===== config.mk =====
export PLATFORM = sky130hd
export DESIGN_NAME = tbic_ctrl
export DESIGN_NICKNAME = d
export VERILOG_FILES = /design/src/rtl/tbic_pkg.sv /design/src/rtl/tbic_scan_reg.sv /design/src/rtl/tbic_pattern_dec.sv /design/src/rtl/tbic_ctrl.sv
export SDC_FILE = /design/constraint.sdc
export NUM_CORES = 1
export LEC_CHECK = 0
export BUFFER_PORTS_ARGS = -buffer_cell sky130_fd_sc_hd__buf_2
export CORE_MARGIN = 5
export CORE_UTILIZATION = 45
export CTS_CLUSTER_SIZE = 12
export DETAILED_ROUTE_END_ITERATION = 10
export GPL_TIMING_DRIVEN = 1
export PLACE_DENSITY_LB_ADDON = 0.05
export SLEW_MARGIN = 10
export SYNTH_ARGS = -nofsm -noshare
export SYNTH_HDL_FRONTEND = slang
export SYNTH_HIERARCHICAL = 1
export SYNTH_SLANG_ARGS = --single-unit

===== constraint.sdc =====
create_clock -name clk -period 1.7 [get_ports clk]
set_input_delay 0.085 -clock clk [delete_from_list [all_inputs] [get_ports clk]]
set_output_delay 0.085 -clock clk [all_outputs]
set_load 0.01 [all_outputs]

===== src/rtl/tbic_pkg.sv =====
package tbic_pkg;

  localparam int SW_N = 10;

  localparam logic [2:0] INS_BYPASS = 3'd0;
  localparam logic [2:0] INS_EXTEST = 3'd1;
  localparam logic [2:0] INS_PROBE  = 3'd2;
  localparam logic [2:0] INS_HIGHZ  = 3'd3;
  localparam logic [2:0] INS_CLAMP  = 3'd4;

  typedef enum logic [3:0] {
    PAT0 = 4'd0, PAT1 = 4'd1, PAT2 = 4'd2, PAT3 = 4'd3, PAT4 = 4'd4,
    PAT5 = 4'd5, PAT6 = 4'd6, PAT7 = 4'd7, PAT8 = 4'd8, PAT9 = 4'd9
  } pat_e;

  // bit k = switch S(k+1)
  // S1 AT1-AB1, S2 AT2-AB2, S3/S4 AT1 hi/lo, S5/S6 AT2 hi/lo,
  // S7/S8 clamp AB1/AB2, S9 AT1-AB2, S10 AT2-AB1
  function automatic logic [SW_N-1:0] pat_switches(input pat_e p);
    logic [SW_N-1:0] s;
    case (p)
      PAT1:    s = 10'h042;
      PAT2:    s = 10'h081;
      PAT3:    s = 10'h003;
      PAT4:    s = 10'h0E8;
      PAT5:    s = 10'h0D8;
      PAT6:    s = 10'h0E4;
      PAT7:    s = 10'h0D4;
      PAT8:    s = 10'h100;
      PAT9:    s = 10'h200;
      default: s = 10'h0C0;
    endcase
    return s;
  endfunction

endpackage


===== src/rtl/tbic_scan_reg.sv =====
module tbic_scan_reg #(
  parameter int W     = 4,
  parameter int PIN_N = 2
) (
  input  logic             clk,
  input  logic             rst,
  input  logic             capture_en,
  input  logic             shift_en,
  input  logic             update_en,
  input  logic             scan_in,
  input  logic [PIN_N-1:0] pin_cmp,
  output logic             scan_out,
  output logic [W-1:0]     upd_q
);

  logic [W-1:0] sh_q;
  logic [W-1:0] cap_val;

  // low bits take the comparator results, upper bits report the live update stage
  always_comb begin
    cap_val = upd_q;
    for (int i = 0; i < PIN_N; i++) begin
      cap_val[i] = pin_cmp[i];
    end
  end

  always_ff @(posedge clk) begin
    if (rst) begin
      sh_q  <= '0;
      upd_q <= '0;
    end else begin
      if (capture_en) begin
        sh_q <= cap_val;
      end else if (shift_en) begin
        sh_q <= {scan_in, sh_q[W-1:1]};
      end
      if (update_en) begin
        upd_q <= sh_q;
      end
    end
  end

  assign scan_out = sh_q[0];

endmodule


===== src/rtl/tbic_pattern_dec.sv =====
module tbic_pattern_dec
  import tbic_pkg::*;
#(
  parameter int W = 4
) (
  input  logic [2:0]   instr,
  input  logic [W-1:0] code,
  output pat_e         pat
);

  always_comb begin
    pat = PAT0;
    case (instr)
      INS_EXTEST: begin
        if (code < W'(8)) begin
          pat = pat_e'(code[3:0]);
        end else if (code == W'(9)) begin
          pat = PAT8;
        end else if (code == W'(10)) begin
          pat = PAT9;
        end
      end
      INS_PROBE: begin
        if (code < W'(4)) begin
          pat = pat_e'(code[3:0]);
        end
      end
      default: pat = PAT0;
    endcase
  end

endmodule


===== src/rtl/tbic_ctrl.sv =====
module tbic_ctrl
  import tbic_pkg::*;
#(
  parameter int CTL_W = 4,
  parameter int PIN_N = 2,
  parameter int SW_N  = tbic_pkg::SW_N
) (
  input  logic             clk,
  input  logic             rst,
  input  logic             capture_en,
  input  logic             shift_en,
  input  logic             update_en,
  input  logic             scan_in,
  input  logic [2:0]       instr,
  input  logic [PIN_N-1:0] pin_cmp,
  output logic             scan_out,
  output logic [SW_N-1:0]  sw_en
);

  logic [CTL_W-1:0] upd_q;
  pat_e             pat;
  logic [SW_N-1:0]  sw_q;

  tbic_scan_reg #(.W(CTL_W), .PIN_N(PIN_N)) u_scan (
    .clk        (clk),
    .rst        (rst),
    .capture_en (capture_en),
    .shift_en   (shift_en),
    .update_en  (update_en),
    .scan_in    (scan_in),
    .pin_cmp    (pin_cmp),
    .scan_out   (scan_out),
    .upd_q      (upd_q)
  );

  tbic_pattern_dec #(.W(CTL_W)) u_dec (
    .instr (instr),
    .code  (upd_q),
    .pat   (pat)
  );

  // registered switch enables; CLAMP freezes them in place
  always_ff @(posedge clk) begin
    if (rst) begin
      sw_q <= SW_N'(pat_switches(PAT0));
    end else if (instr != INS_CLAMP) begin
      sw_q <= SW_N'(pat_switches(pat));
    end
  end

  assign sw_en = sw_q;

endmodule


==> run_results.csv, run 1 <==
group,metric,value,unit
run_status,outcome,"completed",
timing,setup_viol_count_final,0,
timing,skew,3.69,ps
synth,syn_nets,106,
power_and_ir_drop,power-per-cell-area,735,mW/mm^2
synth,syn_inst,95,
critical_path,required,1930,ps
synth,synth_mux_area_share,10.5,%
place,hpwlAfterDp,1240,um
timing,drv_slew,0,
grt,antenna_found_initial,0,
cts,cts_tree,"yes",
route,drt_iter0_markers,4,
power_and_ir_drop,switchingPower,183,uW
grt,grt_use_total,13.2,%
floorplanning,rows,15,
grt,grt-ovfl-total,0,
synth,synth_top_family_by_area,"simple AND/OR/NAND/NOR gates",
cts,hold_buffers,0,
route,post_drt_wl_per_cell,11.0,um
layout,final_cell_mix,"buf_2, dfxtp_1, mux2i_1",
worst_hold_path,holdPathStages,3,
grt,grt_max_degree,21,
route,ant_nets,0,
route,drc,0,
cts,clkSlewWorstSetupHoldPaths,110,ps
worst_hold_path,min_to,"u_scan/sh_q[1]",
synth,ys.warnings.count,6,
layout,fill_cells,166,
synth,yosysUniqueCellTypes,33,
cts,postCtsSetupRepairBufs,0,
job,cap_violations,0,
route,dr.pass1.iters,3,
synth,synth-xor-area-share,2.04,%
timing,tns,0,ps
critical_path,reg2reg_from,"u_scan/upd_q[1]",
floorplanning,die_y,53.7,um
power_and_ir_drop,p_seq_share,56.5,%
timing,worstMarginPinSlew,340,ps
critical_path,r2r_end,"sw_en[8]",
floorplanning,initial_core_util,48.7,%
critical_path,ff2ff_setup_slack,110,ps
timing,fmax,629,MHz
synth,avgSynthCellArea,9.05,um^2
synth,synth-seq-area-share,41.9,%
power_and_ir_drop,p_int,603,uW
synth,syn-cell-area,860,um^2
timing,period_share,93.5,%
route,totalWireLength,1620,um
timing,rsz0062_at_grt,"false",
cts,clockBufferDepth,2,
floorplanning,die_area,0.00288,mm^2
worst_hold_path,min_from,"pin_cmp[1]",
power_and_ir_drop,switching_share,23.3,%
timing,relSlewSlack,77.4,%
timing,whs,81.5,ps
synth,synth_top_area_share,41.9,%
synth,synthTopCellsByArea,"dfxtp_1, mux2i_1, a21oi_1",
timing,fin_crit,1590,ps
floorplanning,design.core.area,0.00176,mm^2
synth,ys_ff_latch,18,
floorplanning,die_w,53.7,um
route,via_per_inst,4.93,
critical_path,arrival,1820,ps
layout,layout_commonest_cell,"buf_2",
cts,cts_sinks,18,
cts,cts_root_buf,"clkbuf_4",
power_and_ir_drop,power_frac_clock,33.2,%
floorplanning,boundaryPins,22,
layout,final_nets,134,
grt,grt_pass1_vias,696,
cts,clk_latency,290,ps
cts,cts_made_buffers,3,
critical_path,start_kind,"flip-flop",
route,vias,724,
cts,h-tree-depth,1,
layout,layout-drive-gt1-share,32.0,%
layout,num_antenna_cells,0,
worst_hold_path,hp-class,"primary input to flip-flop",
critical_path,critical_path_class,"flip-flop to flip-flop",
synth,synthSimpleGateAreaFrac,28.5,%
power_and_ir_drop,p_comb_share,10.2,%
place,place_congestion,0.806,
power_and_ir_drop,peakVddDrop,0.000406,V
layout,area_growth,24.3,%
synth,synth_fa_ha_area_share,0,%
place,io_buffer_count,21,
critical_path,path_max_fanout,5,
synth,synth_compound_area_share,11.4,%
critical_path,reg2reg_depth,6,
synth,yosysTopAreaCell,"dfxtp_1",
grt,grt_pass1_wl,2810,um
critical_path,end_kind,"flip-flop",
power_and_ir_drop,leakagePower,0.000437,uW
timing,hold_viol,0,
==> cell usage after synthesis <==
cell type and number:
dfxtp_1 18, mux2i_1 9, a21oi_1 8, nand2_1 8, nor2_1 8, a211oi_1 4, nand3_1 4, nor2b_1 4
clkbuf_2 2, inv_1 2, nand2b_1 2, nor3_1 2, nor4_1 2, or3b_1 2, xnor2_1 2, a31oi_1 1
and2_1 1, and2b_1 1, buf_1 1, buf_6 1, clkbuf_1 1, dlymetal6s4s_1 1, nor3b_1 1, nor3b_2 1
nor4b_2 1, o21a_1 1, o21ai_0 1, o2bb2ai_1 1, or2b_1 1, or3_1 1, or3_2 1, or4_1 1
or4b_1 1
==> metrics by stage <==
stage / cells / utilization, % / area [um^2] / worst slack [ps] / power (uW)
final: 147 / 60.6 / 1070 / 111 / 786
after global routing: 147 / 60.6 / 1070 / 3.87 / 827
after CTS: 147 / 60.1 / 1060 / 22.7 / 797
after detailed placement: 143 / 58.0 / 1020 / -14.1 / 534
after global placement: 143 / 58.0 / 1020 / 12.8 / 532
after floorplan: 95 / - / 868 / 58.3 / 505
==> critical path, stage by stage (launching register included) <==
cell	delay [ps]
dfxtp_1	350
nor3b_1	150
mux2i_1	140
o2bb2ai_1	100
buf_4	150
or4_1	490
a21oi_1	140
==> how the worst max path moves through the flow <==
stage / from / end / slack, ps / depth (start not counted)
CTS: u_scan/upd_q[2] / sw_en[9] / 20 / 5
global placement: instr[1] / sw_en[3] / 10 / 8
finish: u_scan/upd_q[1] / sw_en[8] / 110 / 6
global route: u_scan/upd_q[1] / sw_en[3] / 4 / 6
floorplan: instr[1] / sw_en[9] / 60 / 5
detailed placement: instr[1] / sw_en[3] / -10 / 8
==> area by class of cell <==
class	count	area [um^2]	share of cell area, %
clock buffers	4	36.3	3.40
multi-input cells	69	465	43.6
repair buffers	29	165	15.5
well taps	25	31.3	2.93
inverters	2	7.51	0.703
flip-flops and latches	18	363	34.0
==> metal layers <==
layer | part of all wire [%] | track usage, % | vias up
li1 | - | - | 387
met1 | 46 | 15.7 | 323
met2 | 48 | 22.2 | 12
met3 | 5.0 | 2.49 | 2
met4 | 0.74 | 6.81 | 0
met5 | 0 | 0 | -
==> registers in the layout, summed over array words and instances, names as in the netlist <==
signal and flops:
u_scan/upd_q 4, sw_en 10, u_scan/sh_q 4
==> timing repair <==
| item | in CTS | in global routing |
|---|---|---|
| hold endpoints to repair | 0 | 0 |
| gates resized for setup | 0 | 3 |
| setup endpoints to repair | 0 | 5 |
==> power by group through the flow <==
stage | sequential [uW] | clock (uW) | combinational [uW]
2_1_floorplan | 452 | 0 | 52.9
3_3_place_gp | 453 | 0 | 78.7
3_5_place_dp | 453 | 0 | 80.3
4_1_cts | 444 | 273 | 80.6
5_1_grt | 446 | 290 | 90.3
6_report | 444 | 261 | 80.4
==> logic make-up after synthesis <==
family          after synthesis
simple gates                 42
xor+xnor                      2
flops                        18
mux                           9
buf+inv                       8
compound gates               16
No activity file was read; power rests on OpenSTA's default activity.
==> inputs of run 2 (changes only) <==
Settings changed: CORE_MARGIN 5 to 4.
==> run 2 against run 1 <==
Effect of this change:
- global-route usage up 0.41 points
- clock power about the same
- first-iteration DRC count down 50%
- total power up 0.19%
- non-clock buffer count unchanged
- clock-buffer cell count unchanged
- fmax up 0.18%
- clock skew down 2.0 ps
==> run_results.csv, run 2 (synthesis results as in run 1) <==
group,metric,value,unit
run_status,outcome,"completed",
place,io_buffer_count,21,
cts,cts_root_buf,"clkbuf_4",
power_and_ir_drop,switching_share,23.3,%
critical_path,arrival,1810,ps
timing,fin_crit,1590,ps
place,hpwlAfterDp,1260,um
timing,skew,1.69,ps
grt,grt-ovfl-total,0,
grt,grt_pass1_wl,2820,um
timing,setup_viol_count_final,0,
floorplanning,die_y,51.7,um
worst_hold_path,holdPathStages,3,
cts,h-tree-depth,1,
grt,antenna_found_initial,0,
route,drt_iter0_markers,2,
place,place_congestion,0.786,
route,vias,741,
floorplanning,die_area,0.00267,mm^2
critical_path,start_kind,"flip-flop",
critical_path,critPathTopFamily,"simple AND/OR/NAND/NOR gates",
critical_path,crit_chain,"nor3b_2 > mux2i_1 > o2bb2ai_1 > buf_4 > or4_1 > a21oi_1",
cts,hold_buffers,0,
cts,clkSlewWorstSetupHoldPaths,100,ps
layout,layout-drive-gt1-share,34.4,%
timing,relSlewSlack,75.8,%
layout,fill_cells,177,
cts,postCtsSetupRepairBufs,0,
cts,cts_sinks,18,
layout,largest_reg_flops,10,
power_and_ir_drop,peakVddDrop,0.000476,V
power_and_ir_drop,power_frac_clock,33.1,%
power_and_ir_drop,p_seq_share,56.5,%
grt,grt_use_total,13.6,%
critical_path,critical_path_class,"flip-flop to flip-flop",
floorplanning,rows,15,
floorplanning,design.core.area,0.00176,mm^2
cts,cts_tree,"yes",
cts,clk_latency,280,ps
timing,period_share,93.3,%
place,dpl-instance-area,0.00102,mm^2
critical_path,required,1920,ps
job,cap_violations,0,
cts,cts-resized-gates,0,
power_and_ir_drop,p_comb_share,10.4,%
cts,cts_made_buffers,3,
layout,layout_commonest_cell,"buf_2",
power_and_ir_drop,switchingPower,184,uW
timing,drv_slew,0,
critical_path,crit_buf_inv,1,
timing,worstMarginPinSlew,363,ps
critical_path,end_kind,"flip-flop",
critical_path,path_max_fanout,5,
timing,whs,82.4,ps
layout,final_nets,134,
timing,hold_viol,0,
layout,area_growth,25.2,%
route,post_drt_wl_per_cell,11.3,um
layout,fin_area,0.00108,mm^2
layout,final_cell_mix,"buf_2, dfxtp_1, mux2i_1",
grt,grt_pass1_vias,705,
route,dr.pass1.iters,3,
timing,fmax,630,MHz
worst_hold_path,hp-class,"primary input to flip-flop",
critical_path,cp_slowest_cell,"or4_1",
layout,num_antenna_cells,0,
route,ant_nets,0,
power_and_ir_drop,leakagePower,0.000442,uW
route,via_per_inst,5.04,
floorplanning,die_w,51.7,um
floorplanning,boundaryPins,22,
critical_path,cpPeakStageDelay,490,ps
floorplanning,initial_core_util,48.7,%
critical_path,reg2reg_depth,6,
power_and_ir_drop,power-per-cell-area,732,mW/mm^2
route,drc,0,
power_and_ir_drop,p_int,604,uW
route,totalWireLength,1670,um
critical_path,worstSetupPathDepth,6,
cts,clockBufferDepth,2,
grt,grt_max_degree,21,
[run 2: changes by cell type in the layout (fill, tap and decap cells not counted)]
cell     previous run  this run
dfxtp_1            16        14
dfxtp_2             2         4
nor3b_1             1         0
nor3b_2             1         2
[run 2: path summary, 6_finish.rpt]
check / from / endpoint / slack [ps]
min reg2reg: sw_en[9] / sw_en[9] / 450
max reg2reg: u_scan/upd_q[1] / sw_en[8] / 110
min: pin_cmp[1] / u_scan/sh_q[1] / 80
max: u_scan/upd_q[1] / sw_en[8] / 110
[run 2: through the flow]
| step | std cells | TNS [ps] | setup slack, ps | power, uW | utilization (%) |
|---|---|---|---|---|---|
| after floorplan | 95 | 0 | 58.3 | 505 | - |
| after global placement | 143 | 0 | 12.4 | 532 | 58.0 |
| after detailed placement | 143 | -10.7 | -8.63 | 534 | 58.0 |
| after CTS | 147 | 0 | 26.0 | 796 | 60.1 |
| after global routing | 147 | -1.05 | -1.05 | 823 | 61.0 |
| final | 147 | 0 | 114 | 787 | 61.0 |
[run 2: power groups by stage]
stage	clock [uW]	combinational, uW	sequential (uW)
finish	260	81.7	445
global route	285	91.5	447
CTS	271	81.0	444
detailed placement	0	80.9	453
global placement	0	78.6	453
floorplan	0	52.9	452
[run 2: routing by layer]
| layer | wire [um] | share of wire (%) | GRT usage (%) |
|---|---|---|---|
| met4 | 33 | 2.0 | 5.68 |
| met3 | 70 | 4.2 | 2.58 |
| met1 | 783 | 47 | 14.9 |
| met2 | 781 | 47 | 25.2 |
| met5 | 0 | 0 | 0 |
[run 2: cell type report]
cell class | instances | area (um^2) | area share (%)
multi-input cells | 69 | 470 | 43.7
flip-flops and latches | 18 | 365 | 34.0
repair buffers | 29 | 165 | 15.3
clock buffers | 4 | 36.3 | 3.37
well taps | 25 | 31.3 | 2.91
inverters | 2 | 7.51 | 0.698
[run 2: worst register-to-register path: cells and delay by family, from the launching register on]
| family | cells | cell delay [ps] |
|---|---|---|
| and+or+nand+nor | 2 | 640 |
| DFF | 1 | 350 |
| AOI/OAI and AO/OA | 2 | 240 |
| buffers and inverters | 1 | 160 |
| muxes | 1 | 140 |
==> inputs of run 3 (changes only) <==
Settings changed: CORE_UTILIZATION 45 to 50.
Clock period 1.7 ns to 1.54 ns, I/O delays scaled along.
==> run 3 against run 2 <==
Effect of this change:
- the flow now finishes with violations (negative setup slack)
- first-iteration DRC count rose to 4.5 times the previous value
- total power rose by 11%
- global-route usage is 2.4 points higher
- sequential cell count unchanged
- combinational power up 27%
- final cell count decreased by 2.7%
- sequential share of layout area shrank 1.4 points
- final area up 5.1%
- clock skew fell by 0.60 ps
- non-clock buffer count up 5
- die area is 8.5% lower
- worst setup slack worse by 140 ps
- critical endpoint unchanged
- largest cell class unchanged
- largest power group unchanged
==> run_results.csv, run 3 (synthesis results as in run 1) <==
group,metric,value,unit
run_status,outcome,"finished with violations",
run_status,violations,"negative setup slack",
power_and_ir_drop,p_int,673,uW
timing,setup_slack,-28.8,ps
timing,worstMarginPinSlew,359,ps
timing,fin_crit,1570,ps
layout,final_nets,139,
cts,cts_made_buffers,3,
route,totalWireLength,1860,um
grt,grt-ovfl-total,0,
power_and_ir_drop,p_comb_share,11.9,%
critical_path,required,1760,ps
layout,layout_commonest_cell,"buf_2",
floorplanning,rows,14,
place,place_congestion,0.777,
layout,final_cell_mix,"buf_2, dfxtp_1, buf_4",
route,drc,0,
cts,hold_buffers,0,
layout,layout-drive-gt1-share,40.9,%
timing,fmax,637,MHz
floorplanning,initial_core_util,55.1,%
route,ant_nets,0,
power_and_ir_drop,power-per-cell-area,776,mW/mm^2
route,drt_iter0_markers,9,
critical_path,start_kind,"flip-flop",
layout,stdcell_count,143,
timing,drv_slew,0,
route,post_drt_wl_per_cell,13.0,um
route,vias,780,
route,via_per_inst,5.45,
cts,clkSlewWorstSetupHoldPaths,100,ps
cts,cts_tree,"yes",
power_and_ir_drop,power_frac_clock,32.3,%
grt,antenna_found_initial,0,
critical_path,end_kind,"flip-flop",
grt,grt_pass1_vias,682,
route,dr.pass1.iters,4,
floorplanning,die_y,49.5,um
grt,grt_use_total,16.0,%
layout,area_growth,31.6,%
power_and_ir_drop,peakVddDrop,0.000563,V
place,dpl-instance-area,0.00104,mm^2
timing,rsz0062_at_grt,"true",
place,hpwlAfterDp,1270,um
job,cap_violations,0,
timing,period_share,102,%
layout,fin_util,72.6,%
floorplanning,die_w,49.5,um
floorplanning,design.core.area,0.00156,mm^2
cts,cts_root_buf,"clkbuf_4",
critical_path,arrival,1790,ps
place,io_buffer_count,21,
layout,num_antenna_cells,0,
timing,tns,-52.7,ps
cts,clockBufferDepth,2,
power_and_ir_drop,switching_share,23.2,%
timing,relSlewSlack,76.1,%
cts,clk_latency,280,ps
timing,whs,81.8,ps
cts,cts_sinks,18,
critical_path,critical_path_class,"flip-flop to flip-flop",
timing,setup_viol_count_final,3,
power_and_ir_drop,p_seq_share,55.8,%
cts,h-tree-depth,1,
critical_path,path_max_fanout,4,
floorplanning,die_area,0.00245,mm^2
layout,fill_cells,134,
power_and_ir_drop,leakagePower,0.000477,uW
layout,largest_reg_flops,10,
timing,skew,1.09,ps
worst_hold_path,hp-class,"primary input to flip-flop",
layout,fin_area,0.00113,mm^2
grt,grt_pass1_wl,3130,um
grt,grt_max_degree,21,
power_and_ir_drop,switchingPower,204,uW
place,placed_cells,138,
timing,hold_viol,0,
floorplanning,boundaryPins,22,
run 3: path summary, 6_finish.rpt:
path | start | endpoint | slack, ps | depth (start not counted)
setup / recovery | u_scan/upd_q[1] | sw_en[8] | -30 | 6
hold / removal | pin_cmp[0] | u_scan/sh_q[0] | 80 | 3
setup reg to reg | u_scan/upd_q[1] | sw_en[8] | -30 | 6
hold reg to reg | sw_en[5] | sw_en[5] | 450 | 2
run 3: critical path, cell delays in order (launching register included):
cell and delay [ps]:
dfxtp_4 370, nor3b_1 130, mux2i_1 160, o2bb2ai_2 80, buf_4 140, or4_4 490
a21oi_1 120
run 3: per-stage QoR:
stage / power [uW] / setup WS [ps]
after global routing: 919 / -127
final: 877 / -28.8
after CTS: 884 / -3.94
after floorplan: 558 / -56.0
after detailed placement: 596 / -146
after global placement: 594 / -106
run 3: repair_timing:
item | CTS | global route
pin swaps | 0 | 1
setup endpoints to repair | 4 | 7
buffers inserted | 1 | 0
gates cloned | 0 | 0
gates resized for setup | 6 | 7
run 3: layer usage:
metal	wire length [um]	vias to the layer above	share of wire (%)	GRT usage, %
met5	0	-	0	0
met4	10	0	0.54	5.53
met3	82	2	4.4	2.71
met2	827	16	44	23.9
met1	940	362	51	23.1
li1	-	400	-	-
run 3: layout make-up:
class                           count  area, um^2  share of cell area, %
Clock buffer                        4        36.3                   3.21
Multi-Input combinational cell     69         493                   43.6
Tap cell                           16        20.0                   1.77
Timing Repair Buffer               34         206                   18.3
Sequential cell                    18         368                   32.5
Inverter                            2        7.51                  0.664
run 3: power by group through the flow:
stage / registers [uW] / clock network [uW] / logic, uW
2_1_floorplan: 499 / 0 / 59.4
3_3_place_gp: 498 / 0 / 95.8
3_5_place_dp: 499 / 0 / 96.9
4_1_cts: 490 / 293 / 101
5_1_grt: 491 / 313 / 114
6_report: 489 / 283 / 104
